--- src/rtl/sdma_pkg.sv ---
package sdma_pkg;
  localparam int unsigned REG_AW = 3;

  localparam logic [REG_AW-1:0] RA_ADDR   = 3'd0;
  localparam logic [REG_AW-1:0] RA_BLK    = 3'd1;
  localparam logic [REG_AW-1:0] RA_MODE   = 3'd2;
  localparam logic [REG_AW-1:0] RA_HCTL   = 3'd3;
  localparam logic [REG_AW-1:0] RA_CMD    = 3'd4;
  localparam logic [REG_AW-1:0] RA_STS    = 3'd5;
  localparam logic [REG_AW-1:0] RA_STS_EN = 3'd6;
  localparam logic [REG_AW-1:0] RA_SIG_EN = 3'd7;

  // mode bit positions
  localparam int unsigned MB_DMA   = 0;
  localparam int unsigned MB_CNT   = 1;
  localparam int unsigned MB_DIR   = 4;
  localparam int unsigned MB_MULTI = 5;
  // command data-present flag, host control select field
  localparam int unsigned CB_DATA  = 5;
  localparam int unsigned DSEL_LSB = 3;
  // status bit positions
  localparam int unsigned SB_CMD  = 0;
  localparam int unsigned SB_XFER = 1;
  localparam int unsigned SB_DMA  = 3;
  localparam logic [7:0]  STS_IMPL = 8'h0B;

  typedef enum logic [1:0] {
    ST_IDLE  = 2'd0,
    ST_MOVE  = 2'd1,
    ST_PAUSE = 2'd2
  } sdma_state_e;

  typedef struct packed {
    logic multi;
    logic to_mem;
    logic cnt_en;
    logic dma_en;
  } xfer_cfg_t;
endpackage

--- src/rtl/sdma_bound.sv ---
module sdma_bound #(
  parameter int unsigned ADDR_W     = 32,
  parameter int unsigned CODE_W     = 3,
  parameter int unsigned BOUND_LOG2 = 12
) (
  input  logic [ADDR_W-1:0] addr_i,
  input  logic [CODE_W-1:0] code_i,
  output logic              hit_o
);
  logic [ADDR_W-1:0] mask;

  // low bits that must be zero for a boundary of 2^(BOUND_LOG2+code)
  for (genvar i = 0; i < ADDR_W; i++) begin : g_mask
    assign mask[i] = (32'(i) < (32'(BOUND_LOG2) + 32'(code_i)));
  end

  assign hit_o = ~|(addr_i & mask);
endmodule

--- src/rtl/sdma_regs.sv ---
module sdma_regs
  import sdma_pkg::*;
#(
  parameter int unsigned ADDR_W = 32,
  parameter int unsigned LEN_W  = 12,
  parameter int unsigned CODE_W = 3,
  parameter int unsigned CNT_W  = 16
) (
  input  logic              clk_i,
  input  logic              rst_ni,
  input  logic              reg_we_i,
  input  logic [REG_AW-1:0] reg_addr_i,
  input  logic [31:0]       reg_wdata_i,
  output logic [31:0]       reg_rdata_o,
  input  logic [ADDR_W-1:0] addr_q_i,
  input  logic [CNT_W-1:0]  cnt_q_i,
  input  logic              done_i,
  input  logic              pause_i,
  output xfer_cfg_t         cfg_o,
  output logic [LEN_W-1:0]  blk_len_o,
  output logic [CODE_W-1:0] code_o,
  output logic              start_o,
  output logic              addr_wr_o,
  output logic              cnt_wr_o,
  output logic              irq_o
);
  localparam int unsigned NREG    = 1 << REG_AW;
  localparam int unsigned CNT_LSB = 32 - CNT_W;

  logic [LEN_W-1:0]  blk_len_q;
  logic [CODE_W-1:0] code_q;
  logic [5:0]        mode_q;
  logic [7:0]        hctl_q;
  logic [15:0]       cmd_q;
  logic [7:0]        sts_q, sts_en_q, sig_en_q;
  logic [NREG-1:0]   wsel;
  logic [7:0]        sts_set, sts_clr;

  assign wsel = reg_we_i ? (NREG'(1) << reg_addr_i) : '0;

  assign start_o   = wsel[RA_CMD] && reg_wdata_i[CB_DATA] &&
                     (hctl_q[DSEL_LSB +: 2] == 2'b00);
  assign addr_wr_o = wsel[RA_ADDR];
  assign cnt_wr_o  = wsel[RA_BLK];

  always_comb begin
    sts_set          = '0;
    sts_set[SB_CMD]  = wsel[RA_CMD];
    sts_set[SB_XFER] = done_i;
    sts_set[SB_DMA]  = pause_i;
    sts_clr          = wsel[RA_STS] ? reg_wdata_i[7:0] : '0;
  end

  always_ff @(posedge clk_i or negedge rst_ni) begin
    if (!rst_ni) begin
      blk_len_q <= '0;
      code_q    <= '0;
      mode_q    <= '0;
      hctl_q    <= '0;
      cmd_q     <= '0;
      sts_q     <= '0;
      sts_en_q  <= '0;
      sig_en_q  <= '0;
    end else begin
      if (wsel[RA_BLK]) begin
        blk_len_q <= reg_wdata_i[LEN_W-1:0];
        code_q    <= reg_wdata_i[LEN_W +: CODE_W];
      end
      if (wsel[RA_MODE])   mode_q   <= reg_wdata_i[5:0];
      if (wsel[RA_HCTL])   hctl_q   <= reg_wdata_i[7:0];
      if (wsel[RA_CMD])    cmd_q    <= reg_wdata_i[15:0];
      if (wsel[RA_STS_EN]) sts_en_q <= reg_wdata_i[7:0];
      if (wsel[RA_SIG_EN]) sig_en_q <= reg_wdata_i[7:0];
      // set wins over a same-cycle clear
      sts_q <= ((sts_q & ~sts_clr) | sts_set) & STS_IMPL;
    end
  end

  assign cfg_o.dma_en = mode_q[MB_DMA];
  assign cfg_o.cnt_en = mode_q[MB_CNT];
  assign cfg_o.to_mem = mode_q[MB_DIR];
  assign cfg_o.multi  = mode_q[MB_MULTI];
  assign blk_len_o    = blk_len_q;
  assign code_o       = code_q;

  assign irq_o = |(sts_q & sts_en_q & sig_en_q);

  always_comb begin
    reg_rdata_o = '0;
    unique case (reg_addr_i)
      RA_ADDR:   reg_rdata_o = 32'(addr_q_i);
      RA_BLK: begin
        reg_rdata_o[LEN_W-1:0]         = blk_len_q;
        reg_rdata_o[LEN_W +: CODE_W]   = code_q;
        reg_rdata_o[CNT_LSB +: CNT_W]  = cnt_q_i;
      end
      RA_MODE:   reg_rdata_o = {26'd0, mode_q};
      RA_HCTL:   reg_rdata_o = {24'd0, hctl_q};
      RA_CMD:    reg_rdata_o = {16'd0, cmd_q};
      RA_STS:    reg_rdata_o = {24'd0, sts_q & sts_en_q};
      RA_STS_EN: reg_rdata_o = {24'd0, sts_en_q};
      RA_SIG_EN: reg_rdata_o = {24'd0, sig_en_q};
      default:   reg_rdata_o = '0;
    endcase
  end
endmodule

--- src/rtl/sdma_mover.sv ---
module sdma_mover
  import sdma_pkg::*;
#(
  parameter int unsigned ADDR_W     = 32,
  parameter int unsigned DATA_W     = 32,
  parameter int unsigned LEN_W      = 12,
  parameter int unsigned CODE_W     = 3,
  parameter int unsigned CNT_W      = 16,
  parameter int unsigned BOUND_LOG2 = 12
) (
  input  logic              clk_i,
  input  logic              rst_ni,
  input  xfer_cfg_t         cfg_i,
  input  logic [LEN_W-1:0]  blk_len_i,
  input  logic [CODE_W-1:0] code_i,
  input  logic              start_i,
  input  logic              addr_wr_i,
  input  logic              cnt_wr_i,
  input  logic [31:0]       wdata_i,
  input  logic              cf_rd_valid_i,
  input  logic [DATA_W-1:0] cf_rd_data_i,
  output logic              cf_rd_ready_o,
  output logic              cf_wr_valid_o,
  output logic [DATA_W-1:0] cf_wr_data_o,
  input  logic              cf_wr_ready_i,
  output logic              mem_valid_o,
  output logic              mem_we_o,
  output logic [ADDR_W-1:0] mem_addr_o,
  output logic [DATA_W-1:0] mem_wdata_o,
  input  logic [DATA_W-1:0] mem_rdata_i,
  input  logic              mem_ready_i,
  output sdma_state_e       state_o,
  output logic [ADDR_W-1:0] addr_q_o,
  output logic [CNT_W-1:0]  cnt_q_o,
  output logic              fire_o,
  output logic              done_o,
  output logic              pause_o
);
  localparam int unsigned BYTES   = DATA_W / 8;
  localparam int unsigned BEAT_SH = $clog2(BYTES);
  localparam int unsigned CNT_LSB = 32 - CNT_W;

  sdma_state_e      state_q;
  logic [ADDR_W-1:0] addr_q, addr_nx;
  logic [CNT_W-1:0]  cnt_q;
  logic [LEN_W-1:0]  beat_q, beats;
  logic              moving, fire, blk_last, xfer_end, bnd_hit, go;

  assign moving   = (state_q == ST_MOVE);
  assign fire     = moving && mem_ready_i &&
                    (cfg_i.to_mem ? cf_rd_valid_i : cf_wr_ready_i);
  assign addr_nx  = addr_q + ADDR_W'(BYTES);
  assign beats    = blk_len_i >> BEAT_SH;
  assign blk_last = (beats == '0) || (beat_q == beats - LEN_W'(1));
  assign xfer_end = !cfg_i.multi || (cfg_i.cnt_en && cnt_q == CNT_W'(1));
  assign go       = start_i && cfg_i.dma_en && !(cfg_i.cnt_en && cnt_q == '0);

  sdma_bound #(
    .ADDR_W    (ADDR_W),
    .CODE_W    (CODE_W),
    .BOUND_LOG2(BOUND_LOG2)
  ) u_bound (
    .addr_i(addr_nx),
    .code_i(code_i),
    .hit_o (bnd_hit)
  );

  always_ff @(posedge clk_i or negedge rst_ni) begin
    if (!rst_ni) begin
      state_q <= ST_IDLE;
      addr_q  <= '0;
      cnt_q   <= '0;
      beat_q  <= '0;
    end else begin
      unique case (state_q)
        ST_IDLE: begin
          if (addr_wr_i) addr_q <= wdata_i[ADDR_W-1:0];
          if (cnt_wr_i)  cnt_q  <= wdata_i[CNT_LSB +: CNT_W];
          if (go) begin
            state_q <= ST_MOVE;
            beat_q  <= '0;
          end
        end
        ST_MOVE: begin
          if (fire) begin
            addr_q <= addr_nx;
            if (blk_last) begin
              beat_q <= '0;
              if (cfg_i.cnt_en) cnt_q <= cnt_q - CNT_W'(1);
              // completion outranks a boundary on the same word
              if (xfer_end)     state_q <= ST_IDLE;
              else if (bnd_hit) state_q <= ST_PAUSE;
            end else begin
              beat_q <= beat_q + LEN_W'(1);
              if (bnd_hit) state_q <= ST_PAUSE;
            end
          end
        end
        ST_PAUSE: begin
          if (addr_wr_i) begin
            addr_q  <= wdata_i[ADDR_W-1:0];
            state_q <= ST_MOVE;
          end
        end
        default: state_q <= ST_IDLE;
      endcase
    end
  end

  assign mem_valid_o   = moving && (cfg_i.to_mem ? cf_rd_valid_i : cf_wr_ready_i);
  assign mem_we_o      = cfg_i.to_mem;
  assign mem_addr_o    = addr_q;
  assign mem_wdata_o   = cf_rd_data_i;
  assign cf_rd_ready_o = moving && cfg_i.to_mem && mem_ready_i;
  assign cf_wr_valid_o = moving && !cfg_i.to_mem && mem_ready_i;
  assign cf_wr_data_o  = mem_rdata_i;

  assign done_o   = fire && blk_last && xfer_end;
  assign pause_o  = fire && bnd_hit && !(blk_last && xfer_end);
  assign fire_o   = fire;
  assign state_o  = state_q;
  assign addr_q_o = addr_q;
  assign cnt_q_o  = cnt_q;
endmodule

--- src/rtl/sdma_engine.sv ---
module sdma_engine
  import sdma_pkg::*;
#(
  parameter int unsigned ADDR_W     = 32,
  parameter int unsigned DATA_W     = 32,
  parameter int unsigned LEN_W      = 12,
  parameter int unsigned CODE_W     = 3,
  parameter int unsigned CNT_W      = 16,
  parameter int unsigned BOUND_LOG2 = 12
) (
  input  logic              clk_i,
  input  logic              rst_ni,
  input  logic              reg_we_i,
  input  logic [REG_AW-1:0] reg_addr_i,
  input  logic [31:0]       reg_wdata_i,
  output logic [31:0]       reg_rdata_o,
  output logic              irq_o,
  input  logic              cf_rd_valid_i,
  input  logic [DATA_W-1:0] cf_rd_data_i,
  output logic              cf_rd_ready_o,
  output logic              cf_wr_valid_o,
  output logic [DATA_W-1:0] cf_wr_data_o,
  input  logic              cf_wr_ready_i,
  output logic              mem_valid_o,
  output logic              mem_we_o,
  output logic [ADDR_W-1:0] mem_addr_o,
  output logic [DATA_W-1:0] mem_wdata_o,
  input  logic [DATA_W-1:0] mem_rdata_i,
  input  logic              mem_ready_i
);
  xfer_cfg_t         cfg;
  logic [LEN_W-1:0]  blk_len;
  logic [CODE_W-1:0] code;
  logic              start, addr_wr, cnt_wr;
  sdma_state_e       mv_state;
  logic [ADDR_W-1:0] mv_addr;
  logic [CNT_W-1:0]  mv_cnt;
  logic              beat_fire, xfer_done, dma_pause;

  sdma_regs #(
    .ADDR_W(ADDR_W),
    .LEN_W (LEN_W),
    .CODE_W(CODE_W),
    .CNT_W (CNT_W)
  ) u_regs (
    .clk_i      (clk_i),
    .rst_ni     (rst_ni),
    .reg_we_i   (reg_we_i),
    .reg_addr_i (reg_addr_i),
    .reg_wdata_i(reg_wdata_i),
    .reg_rdata_o(reg_rdata_o),
    .addr_q_i   (mv_addr),
    .cnt_q_i    (mv_cnt),
    .done_i     (xfer_done),
    .pause_i    (dma_pause),
    .cfg_o      (cfg),
    .blk_len_o  (blk_len),
    .code_o     (code),
    .start_o    (start),
    .addr_wr_o  (addr_wr),
    .cnt_wr_o   (cnt_wr),
    .irq_o      (irq_o)
  );

  sdma_mover #(
    .ADDR_W    (ADDR_W),
    .DATA_W    (DATA_W),
    .LEN_W     (LEN_W),
    .CODE_W    (CODE_W),
    .CNT_W     (CNT_W),
    .BOUND_LOG2(BOUND_LOG2)
  ) u_mover (
    .clk_i        (clk_i),
    .rst_ni       (rst_ni),
    .cfg_i        (cfg),
    .blk_len_i    (blk_len),
    .code_i       (code),
    .start_i      (start),
    .addr_wr_i    (addr_wr),
    .cnt_wr_i     (cnt_wr),
    .wdata_i      (reg_wdata_i),
    .cf_rd_valid_i(cf_rd_valid_i),
    .cf_rd_data_i (cf_rd_data_i),
    .cf_rd_ready_o(cf_rd_ready_o),
    .cf_wr_valid_o(cf_wr_valid_o),
    .cf_wr_data_o (cf_wr_data_o),
    .cf_wr_ready_i(cf_wr_ready_i),
    .mem_valid_o  (mem_valid_o),
    .mem_we_o     (mem_we_o),
    .mem_addr_o   (mem_addr_o),
    .mem_wdata_o  (mem_wdata_o),
    .mem_rdata_i  (mem_rdata_i),
    .mem_ready_i  (mem_ready_i),
    .state_o      (mv_state),
    .addr_q_o     (mv_addr),
    .cnt_q_o      (mv_cnt),
    .fire_o       (beat_fire),
    .done_o       (xfer_done),
    .pause_o      (dma_pause)
  );
endmodule

--- config.mk ---
export PLATFORM = sky130hd
export DESIGN_NAME = sdma_engine
export DESIGN_NICKNAME = d
export VERILOG_FILES = /design/src/rtl/sdma_pkg.sv /design/src/rtl/sdma_bound.sv /design/src/rtl/sdma_regs.sv /design/src/rtl/sdma_mover.sv /design/src/rtl/sdma_engine.sv
export SDC_FILE = /design/constraint.sdc
export NUM_CORES = 1
export LEC_CHECK = 0
export BUFFER_PORTS_ARGS = -buffer_cell sky130_fd_sc_hd__buf_4
export CORE_MARGIN = 1
export CORE_UTILIZATION = 46
export CTS_BUF_LIST = sky130_fd_sc_hd__clkbuf_2 sky130_fd_sc_hd__clkbuf_4 sky130_fd_sc_hd__clkbuf_8
export CTS_CLUSTER_DIAMETER = 60
export CTS_CLUSTER_SIZE = 14
export DETAILED_ROUTE_END_ITERATION = 8
export GPL_TIMING_DRIVEN = 0
export MAX_ROUTING_LAYER = met4
export PLACE_DENSITY_LB_ADDON = 0.05
export REMOVE_ABC_BUFFERS = 1
export SKIP_LAST_GASP = 1
export SLEW_MARGIN = 20
export SYNTH_ARGS = -nofsm -noshare
export SYNTH_HDL_FRONTEND = slang
export SYNTH_SLANG_ARGS = --single-unit
--- constraint.sdc ---
create_clock -name clk_i -period 6.9 [get_ports clk_i]
set_clock_uncertainty 0.1 [all_clocks]
set_input_delay 0.345 -clock clk_i [delete_from_list [all_inputs] [get_ports clk_i]]
set_output_delay 0.345 -clock clk_i [all_outputs]
set_load 0.01 [all_outputs]
== After elaboration in Yosys (flattened, before gate mapping) ==
Index checks and enable logic that the tools add are counted.
Widths: inputs -> output; s select.
Operators by class
  bitwise operators: 6
  equal/unequal tests: 18
  reduce and logical (&&, ||, !) cells: 40
  $add $sub $neg: 5
  shift operators: 1
  order comparisons: 32
  mux-type cells: 25
Operators with widths (number)
  $lt 5x32->1 const A: 16
  $lt 4x32->1 const A: 8
  $lt 3x32->1 const A: 4
  $pmux 15 s8: 1
  $lt 1x32->1 const A: 2
  $lt 2x32->1 const A: 2
  $mux 16: 4
  $mux 32: 2
  $pmux 32 s2: 1
  $pmux 16 s3: 1
  $mux 12: 3
  $add 32x3->32 const B: 1
  $and 32x32->32: 1
  $pmux 16 s2: 1
  $reduce_or 32->1: 1
  $pmux 12 s2: 1
  $logic_and 1x1->1: 18
  $eq 16x1->1 const B: 1
  $logic_not 16->1: 1
  $sub 16x1->16 const B: 1
  $add 12x1->12 const B: 1
  $eq 12x12->1: 1
  $eq 3x3->1 const B: 4
  $logic_not 12->1: 1
  other kinds (30): 50
Storage, ports and cells
  logic and storage cells: 139
  output and inout bits: 133
  register bits: 126
  input bits: 105

== Depth between registers and ports, before layout ==
Gate-level depths: netlist of run 1.
  word-level depth: 9
  depth in mapped cells: 11
  mapped depth without buffers: 10

== Hierarchy ==
A second synthesis of run 1 with hierarchy kept.
Second synthesis, totals
  cell total of the unflattened synthesis: 972
  area, all modules: 8887.3 um^2
By module, submodules not included
  sdma_mover: cells an instance 654, instances 1, area an instance 5216.3 um^2
  sdma_regs: cells an instance 307, instances 1, area an instance 3587.2 um^2
  sdma_bound: cells an instance 11, instances 1, area an instance 83.8 um^2

== Least setup slack after synthesis of run 1 ==
OpenSTA, ideal clock, no wires.
  path type: reg-to-reg
  start: register u_regs.blk_len_q[7] (netlist: u_regs.blk_len_o[7])
  end: register u_mover.cnt_q[4] (netlist: u_mover.cnt_q_o[4])
  buffers on the path: 2
  slack: 4085 ps
  cell stages (with the launch flop): 11
  data arrival time: 2594 ps
  required time: 6679 ps
  path through: dfrtp_1 buf_6 or4_4 nor3_1 xnor2_1 nand4b_1 or4_4 a21oi_4 buf_6 nand2_1 a22o_1
On the way
  word-level cells in the longest chain between the ends: 5
RTL lines
  start, declared: RTL line sdma_regs.sv:30  | logic [LEN_W-1:0] blk_len_q;
  start signal, assigned: RTL line sdma_regs.sv:66  | blk_len_q <= reg_wdata_i[LEN_W-1:0];
  $sub 10x1->11: RTL line sdma_mover.sv:54  | assign blk_last = (beats == '0) || (beat_q == beats - LEN_W'(1));
  $eq 12x12->1: RTL line sdma_mover.sv:54
  $logic_or 1x1->1 *: RTL line sdma_mover.sv:54
  $ne 2x2->1 (no line) *
  $reduce_and 5->1 (no line) *
  end signal, assigned: RTL line sdma_mover.sv:78  | if (cnt_wr_i) cnt_q <= wdata_i[CNT_LSB +: CNT_W];
  end signal, assigned: RTL line sdma_mover.sv:89  | if (cfg_i.cnt_en) cnt_q <= cnt_q - CNT_W'(1);
  end, declared: RTL line sdma_mover.sv:45  | logic [CNT_W-1:0] cnt_q;
Mark *: on every way between the ends. The rest lies on a longest branch, timed or not.
A chain may end at the register's enable or synchronous reset.

== Worst setup path in the final report of run 1 ==
  start: register u_mover.addr_q[3] (netlist: u_mover.addr_q_o[3])
  end: register u_mover.state_q[1] (netlist: u_mover.state_o[1])
On the way
  word-level cells in the longest chain between the ends: 8
RTL lines
  start, declared: RTL line sdma_mover.sv:44  | logic [ADDR_W-1:0] addr_q, addr_nx;
  start signal, assigned: RTL line sdma_mover.sv:77  | if (addr_wr_i) addr_q <= wdata_i[ADDR_W-1:0];
  start signal, assigned: RTL line sdma_mover.sv:86  | addr_q <= addr_nx;
  start signal, assigned: RTL line sdma_mover.sv:101  | addr_q <= wdata_i[ADDR_W-1:0];
  $add 32x3->32 *: RTL line sdma_mover.sv:52  | assign addr_nx = addr_q + ADDR_W'(BYTES);
  $and 32x32->32 *: RTL line sdma_bound.sv:17  | assign hit_o = ~|(addr_i & mask);
  $reduce_or 32->1 *: RTL line sdma_bound.sv:17
  $mux 2 *
  $mux 2
  $mux 2 * (2 in series)
  $pmux 2 s3 *
  end signal, assigned: RTL line sdma_mover.sv:70  | state_q <= ST_IDLE;
  end signal, assigned: RTL line sdma_mover.sv:80  | state_q <= ST_MOVE;
  end signal, assigned: RTL line sdma_mover.sv:91  | if (xfer_end) state_q <= ST_IDLE;
  end, declared: RTL line sdma_mover.sv:43  | sdma_state_e state_q;
Mark *: on every way between the ends. The rest lies on a longest branch, timed or not. The select of a mux whose other input is x is not followed.

==> results of run 1 <==
[how the worst max path moves through the flow]
stage	from	end	slack (ps)	cells past startpoint
after floorplan	u_mover.state_o[0]	u_mover.addr_q_o[20]	2880	5
after CTS	u_mover.addr_q_o[3]	u_mover.state_o[1]	3310	9
after global routing	u_mover.addr_q_o[3]	u_mover.state_o[1]	3120	9
after global placement	reg_addr_i[2]	u_mover.addr_q_o[15]	1110	6
after detailed placement	reg_addr_i[1]	u_mover.cnt_q_o[8]	3040	9
final	u_mover.addr_q_o[3]	u_mover.state_o[1]	3240	9
[synth_stat cells, types with 3 or more instances]
cell and number:
dfrtp_1 126, nand2_1 123, nor2_1 88, a21oi_1 80
buf_4 64, mux2_2 55, clkbuf_1 46, o21ai_0 34
nand3_1 31, o22ai_1 25, nor3_1 21, xnor2_1 21
mux2i_1 19, a22o_1 16, inv_1 14, and3_1 12
a31oi_1 9, and2_1 9, nand2b_1 9, o22a_1 9
nand4_1 8, xor2_1 8, nor4_1 7, ha_1 6
or3_1 6, a211oi_1 5, a21o_1 5, a221oi_1 4
buf_1 4, nor3b_1 4, nor4b_1 4, a41oi_1 3
nand3b_1 3, o21a_1 3, or4_4 3
[worst max-delay path: stages, from the launching register on]
cell,delay (ps)
dfrtp_1,580
ha_1,340
nand2_1,180
nor3_1,490
nand4_1,270
mux2i_1,230
a41oi_1,140
or4_1,630
nor3b_1,460
a31o_2,170
[registers in the layout (all words and copies together), names as in the netlist]
signal / flops
u_regs.hctl_q: 8
u_mover.state_o: 2
u_mover.addr_q_o: 32
u_regs.sts_en_q: 8
u_mover.beat_q: 12
u_regs.cmd_q: 16
u_regs.sts_q: 3
u_regs.sig_en_q: 8
u_mover.cnt_q_o: 16
u_regs.code_o: 3
u_regs.mode_q: 6
u_regs.blk_len_o: 12
[cells by family (layout without fill, tap and decap cells)]
group / count (synthesis) / in the layout / share of synthesized area, %
xor gates and xnor gates: 29 / 29 / 3.134
AOI/OAI and AO/OA: 219 / 219 / 17.26
and+or+nand+nor: 341 / 341 / 19.78
DFF: 126 / 126 / 38.91
adders and majority gates: 6 / 6 / 0.9263
muxes: 76 / 76 / 10.54
buffers and inverters: 135 / 165 / 9.449
[stage by stage]
step,total power (W),worst slack [ps],util (%)
after floorplan,0.001810,2882,-
after global placement,0.002233,1110,49.30
after detailed placement,0.002285,3041,50.14
after CTS,0.002940,3308,52.61
after global routing,0.003129,3118,52.61
final,0.002942,3244,52.61
[cell usage in the layout, fill, tap and decap left out, types with 19 or more instances in the layout]
| cell | synthesis | routed |
|---|---|---|
| clkbuf_8 | 0 | 19 |
| nor3_1 | 21 | 20 |
| a21oi_1 | 80 | 80 |
| xnor2_1 | 21 | 21 |
| buf_4 | 64 | 109 |
| o21ai_0 | 34 | 34 |
| nor2_1 | 88 | 86 |
| mux2i_1 | 19 | 19 |
| dfrtp_1 | 126 | 125 |
| nand3_1 | 31 | 31 |
| o22ai_1 | 25 | 25 |
| mux2_2 | 55 | 55 |
| nand2_1 | 123 | 123 |
[per-layer routing]
metal / vias up / global-route usage [%]
met5: - / -
met4: 0 / 6.866
met3: 31 / 15.95
met2: 410 / 44.47
met1: 3557 / 44.79
li1: 3303 / -
[power groups by stage]
| stage | clock network, W | registers, W | logic, W |
|---|---|---|---|
| floorplan | 0 | 0.00122 | 0.000590 |
| global placement | 0 | 0.00127 | 0.000965 |
| detailed placement | 0 | 0.00128 | 0.00101 |
| CTS | 0.000662 | 0.00126 | 0.00101 |
| global route | 0.000689 | 0.00131 | 0.00113 |
| finish | 0.000652 | 0.00128 | 0.00101 |
[cell type report]
| cell class | count | area [um^2] | share of cell area (%) |
|---|---|---|---|
| clock inverters | 11 | 117.6 | 1.297 |
| repair buffers | 118 | 970.9 | 10.71 |
| inverters | 16 | 60.06 | 0.6623 |
| clock buffers | 20 | 269.0 | 2.966 |
| well taps | 225 | 281.5 | 3.104 |
| multi-input cells | 671 | 4213 | 46.45 |
| flip-flops and latches | 126 | 3157 | 34.81 |
[timing repair]
action | 4_1_cts | 5_1_grt
setup endpoints to repair | 0 | 0
hold buffers | 4 | 0
endpoints found under the hold margin | 52 | 0
gates resized for setup | 0 | 0
==> qor.yml, run 1 <==
routing:
  wirelength_mm: 28.24
  drt_pass1_iterations: 8
  top_layer: "met4"
  via_per_inst: 6.151
  drc: 0
  met2_length_mm: 11.85
  dr_wl_met3_mm: 3.642
  drt-met1-wl_mm: 12.47
  postRouteAntennaNets: 0
  dr_total_vias: 7301
  wl_per_cell_um: 23.79
  drt-initial-drc-count: 798
layout:
  drive_gt1_share_pct: 22.97
  finalNonFillerCells: 1187
  fill_cells: 1642
  final_area_um2: 9069
  area_growth_pct: 11.90
  layout.nets: 1061
  diodes: 0
outcome:
  status: "complete, no violations"
sta:
  fin_crit_ps: 3656
  hold_violations: 0
  final.period_utilization_pct: 52.98
  tightest_slew_ps: 1119
  whs_ps: 37.20
  setup_viol: 0
  rsz0062_at_grt: "false"
  slew_headroom_pct: 25.26
  finalSetupTns_ps: 0
  maxSlewViolCount: 0
  fmax_mhz: 273.5
worst_setup_path:
  r2r_slack_ps: 3240
  end_kind: "flip-flop"
  cp_data_arrival_time_ps: 3940
  crit_fanout: 7
  critPathLaunchType: "flip-flop"
  r2r_cells: 9
  timing.rr.start: "u_mover.addr_q_o[3]"
  r2r-end: "u_mover.state_o[1]"
  critPathRequiredTime_ps: 7190
  worst-setup-path-type: "reg -> reg"
synthesis:
  async_reset_ff_share_pct: 100.0
  synth_top_area_share_pct: 38.91
  synthCells: 932
  ys_ff_latch: 126
  ys_warn_count: 0
  synth.distinct_cells: 69
  ys_seq_area_share_pct: 38.91
  synth_area_per_cell_um2: 8.695
  yosys.area.top_type: "dfrtp_1"
  synth_edf_count: 0
  ys.flop_type: "dfrtp_1"
  syn_area_um2: 8104
  synth_area_leaders: "dfrtp_1 (39%), mux2_2 (7.6%), buf_4 (5.9%)"
grt:
  grt_first_pass_wirelength_mm: 42.92
  overflow: 0
  grt_pass1_vias: 6857
  antenna_found_initial: 0
  globalRouteTotalUtil_pct: 33.13
  grt_max_degree: 78
placed_design:
  postPlaceCellArea_um2: 8642
  portBuffers: 109
  gp_routability_congestion: 0.8445
  dp_hpwl_mm: 20.44
  dp.cells: 1152
clock_network:
  htreeDepth: 4
  post_cts_buffers: 0
  cts_tree: "yes"
  numCtsBuffers: 17
  clockRootBuffer: "clkbuf_8"
  clockBufferDepth: 2
  cts_sinks: 126
  clk-insertion-delay-late_ps: 450
  path_clk_slew_ps: 70
floorplan:
  ioPinCount: 238
  dieArea_um2: 18150
  die_w_um: 134.7
  coreArea_um2: 17240
  fp.dieH_um: 134.7
  start_util_pct: 47.02
  rows: 48
power:
  ir_worst_vdd_mv: 0.1525
  p_sw_share_pct: 39.20
  p_seq_share_pct: 43.4
  leakage_nw: 3.945
  power_switching_w: 0.001153
  intPower_w: 0.001789
  combinationalPowerShare_pct: 34.5
  power.density_nw_per_um2: 324.4
  pwr-share-clk_pct: 22.2
worst_hold_path:
  worstHoldStart: "reg_wdata_i[15]"
  min_to: "u_regs.cmd_q[15]"
  hp-class: "in -> reg"
  hold_depth: 2
run:
  max-cap-violations: 0
Note: power is estimated with default switching activity, not from simulation.
==> run 2, diff against run 1 <==
- ABC_AREA: default -> 1
- clock period: 6.9 -> 3 ns (I/O delays scaled with it)
==> run 2 against run 1 <==
Die area is 0.61% higher. Routed wire length is 8.1% higher. Utilization is 2.1 points higher. Highest routed layer unchanged. Worst setup slack worse by 3000 ps. Clock-buffer cell count is 1 lower. Synthesized cell count is 21% higher. Largest power group is now combinational logic. Sequential power is 110% higher. Clock power is 130% higher. Critical path depth is 5 higher. Synthesized area is 0.62% higher.
==> qor.yml, run 2 <==
synthesis:
  async_reset_ff_share_pct: 100.0  # unchanged
  synth_area_per_cell_um2: 7.235  # -17%
  synth.distinct_cells: 43  # -38%
  synth_edf_count: 0  # unchanged
  syn_area_um2: 8154  # +0.62%
  synthCells: 1127  # +21%
  yosys.area.top_type: "dfrtp_1"
  ys_ff_latch: 126  # unchanged
  synth_top_area_share_pct: 38.67  # -0.24 points
  ys_seq_area_share_pct: 38.67  # -0.24 points
  yosys-top-cells-count: "nand2_1 (281), o21ai_0 (128), dfrtp_1 (126)"
  ys.flop_type: "dfrtp_1"
  ys_warn_count: 0  # unchanged
  yosys.cell_count.top_type: "nand2_1"
  synth_area_leaders: "dfrtp_1 (39%), nand2_1 (13%), o21ai_0 (7.9%)"
grt:
  globalRouteTotalUtil_pct: 35.33  # +2.2 points
  grt_max_degree: 83  # +6.4%
  grt_pass1_vias: 7511  # +9.5%
  grt_first_pass_wirelength_mm: 45.62  # +6.3%
  overflow: 0  # unchanged
  antenna_found_initial: 0  # unchanged
worst_setup_path:
  crit_path_top_delay_cell: "dfrtp_4"
  crit_fanout: 39  # +32
  cp_cell_sequence: "inv_6, nor2_4, inv_4, a21oi_2, nand2_2, inv_2, nor2_2, clkinv_2, nand2_2, inv_2, nand2_1, nand2_1, inv_1, a21oi_1"
  end_kind: "flip-flop"
  cp_data_arrival_time_ps: 3000  # -940 ps
  cp_top_family: "buffers and inverters"
  critPathBufInv: 6  # +6
  critPathRequiredTime_ps: 3240  # -3950 ps
  cpPeakStageDelay_ps: 610  # -20 ps
  worst-setup-path-type: "reg -> reg"
  critPathLaunchType: "flip-flop"
sta:
  rsz0062_at_grt: "false"
  slew_headroom_pct: 44.74  # +19 points
  fin_crit_ps: 2761  # -894.8 ps
  final.period_utilization_pct: 92.04  # +39 points
  fmax_mhz: 362.2  # +32%
  maxSlewViolCount: 0  # unchanged
  whs_ps: 37.06  # -0.1414 ps
  timing.final.ws_setup_ps: 238.9  # -3005 ps
  tightest_slew_ps: 824.4  # -294.3 ps
  hold_violations: 0  # unchanged
  setup_viol: 0  # unchanged
worst_hold_path:
  hp-class: "in -> reg"
routing:
  drt_pass1_iterations: 6  # -2
  wl_per_cell_um: 21.31  # -10%
  wirelength_mm: 30.53  # +8.1%
  via_per_inst: 5.650  # -8.1%
  drt-initial-drc-count: 863  # +8.1%
  postRouteAntennaNets: 0  # unchanged
  dr_total_vias: 8097  # +11%
  drc: 0  # unchanged
clock_network:
  clockRootBuffer: "clkbuf_8"
  path_clk_slew_ps: 90  # +20 ps
  numCtsBuffers: 17  # unchanged
  clk-insertion-delay-late_ps: 460  # about the same
  cts_sinks: 126  # unchanged
  clockBufferDepth: 2  # unchanged
  cts_tree: "yes"
  htreeDepth: 4  # unchanged
layout:
  final_area_um2: 9459  # +4.3%
  layout.nets: 1306  # +23%
  drive_gt1_share_pct: 16.39  # -6.6 points
  layout_common_cells: "nand2_1 (279), o21ai_0 (128), dfrtp_1 (125)"
  diodes: 0  # unchanged
  area_growth_pct: 16.00
  final_common_cell: "nand2_1"
  largest_reg_flops: 32  # unchanged
floorplan:
  rows: 48  # unchanged
  die_w_um: 135.1  # +0.30%
  ioPinCount: 238  # unchanged
  start_util_pct: 47.14  # +0.13 points
  fp.dieH_um: 135.1  # +0.30%
  coreArea_um2: 17300  # +0.35%
  dieArea_um2: 18260  # +0.61%
power:
  p_seq_share_pct: 36.6  # -6.8 points
  ir_worst_vdd_mv: 0.3753  # +150%
  power_switching_w: 0.003225  # +180%
  intPower_w: 0.004096  # +130%
  leakage_nw: 4.558  # +16%
  power.density_nw_per_um2: 773.9  # +140%
  pwr-share-clk_pct: 20.5  # -1.7 points
  p_sw_share_pct: 44.05  # +4.8 points
  combinationalPowerShare_pct: 42.9  # +8.4 points
placed_design:
  dp_hpwl_mm: 21.68  # +6.1%
  postPlaceCellArea_um2: 8688  # +0.54%
  pre_cts_slack_ps: -1507  # -4548 ps
  portBuffers: 109  # unchanged
  gp_routability_congestion: 0.8969  # +6.2%
run:
  max-cap-violations: 0  # unchanged
outcome:
  status: "complete, no violations"
## run 2: path summary, 6_finish.rpt
path / endpoint / slack [ps] / from / cells past startpoint
min in group asynchronous: u_mover.beat_q[10] / 80 / rst_ni / 2
max in group asynchronous: u_regs.blk_len_o[1] / 1990 / rst_ni / 3
min reg2reg: u_regs.cmd_q[12] / 370 / u_regs.cmd_q[12] / 2
max: u_mover.state_o[0] / 240 / u_mover.state_o[0] / 14
max reg2reg: u_mover.state_o[0] / 240 / u_mover.state_o[0] / 14
min: u_regs.sts_q[0] / 40 / reg_we_i / 4
## run 2: worst min-delay path, stage by stage
cell and delay, ps:
buf_4 140, nand2_1 130, o21ai_0 90, nand2_1 60
## run 2: cell type report
cell class / count / area, um^2
fillers: 1680 / 7838
multi-input cells: 772 / 3899
flip-flops and latches: 126 / 3157
repair buffers: 146 / 1221
inverters: 132 / 509.2
well taps: 225 / 281.5
clock buffers: 19 / 261.5
clock inverters: 13 / 130.1
## run 2: repair_timing
action,in CTS,in global routing
setup buffers,1,1
endpoints found under the hold margin,219,0
hold buffers,33,0
gates resized for setup,4,5
pin swaps,1,0
setup endpoints to repair,65,13
## run 2: cells by family (layout without fill, tap and decap cells)
family / count (synthesis) / after routing / synth area share (%)
compound gates: 233 / 233 / 16.36
xor+xnor: 32 / 32 / 3.437
fa+ha+maj: 6 / 6 / 0.9206
buf+inv: 229 / 310 / 13.78
flops: 126 / 126 / 38.67
simple gates: 501 / 501 / 26.84
## run 2: metrics by stage
step | utilization, % | total power [W] | instances | setup TNS, ps
final | 54.69 | 0.007321 | 1433 | 0
after global routing | 54.69 | 0.007885 | 1433 | 0
after CTS | 54.51 | 0.007293 | 1432 | 0
after detailed placement | 50.23 | 0.005743 | 1366 | -64380
after global placement | 49.90 | 0.005696 | 1364 | -65310
after floorplan | - | 0.004606 | 1030 | 0
## run 2: metal layers
layer | global-route usage (%) | wire [um] | vias up
li1 | - | - | 3789
met1 | 46.61 | 13440 | 3819
met2 | 47.29 | 12650 | 456
met3 | 17.77 | 3949 | 33
met4 | 9.114 | 498 | 0
met5 | - | 0 | -
## run 2: power groups by stage
stage	clock network [W]	logic (W)	registers [W]
floorplan	0	0.00199	0.00262
CTS	0.00152	0.00310	0.00267
global placement	0	0.00300	0.00270
finish	0.00150	0.00314	0.00268
detailed placement	0	0.00304	0.00270
global route	0.00160	0.00355	0.00274
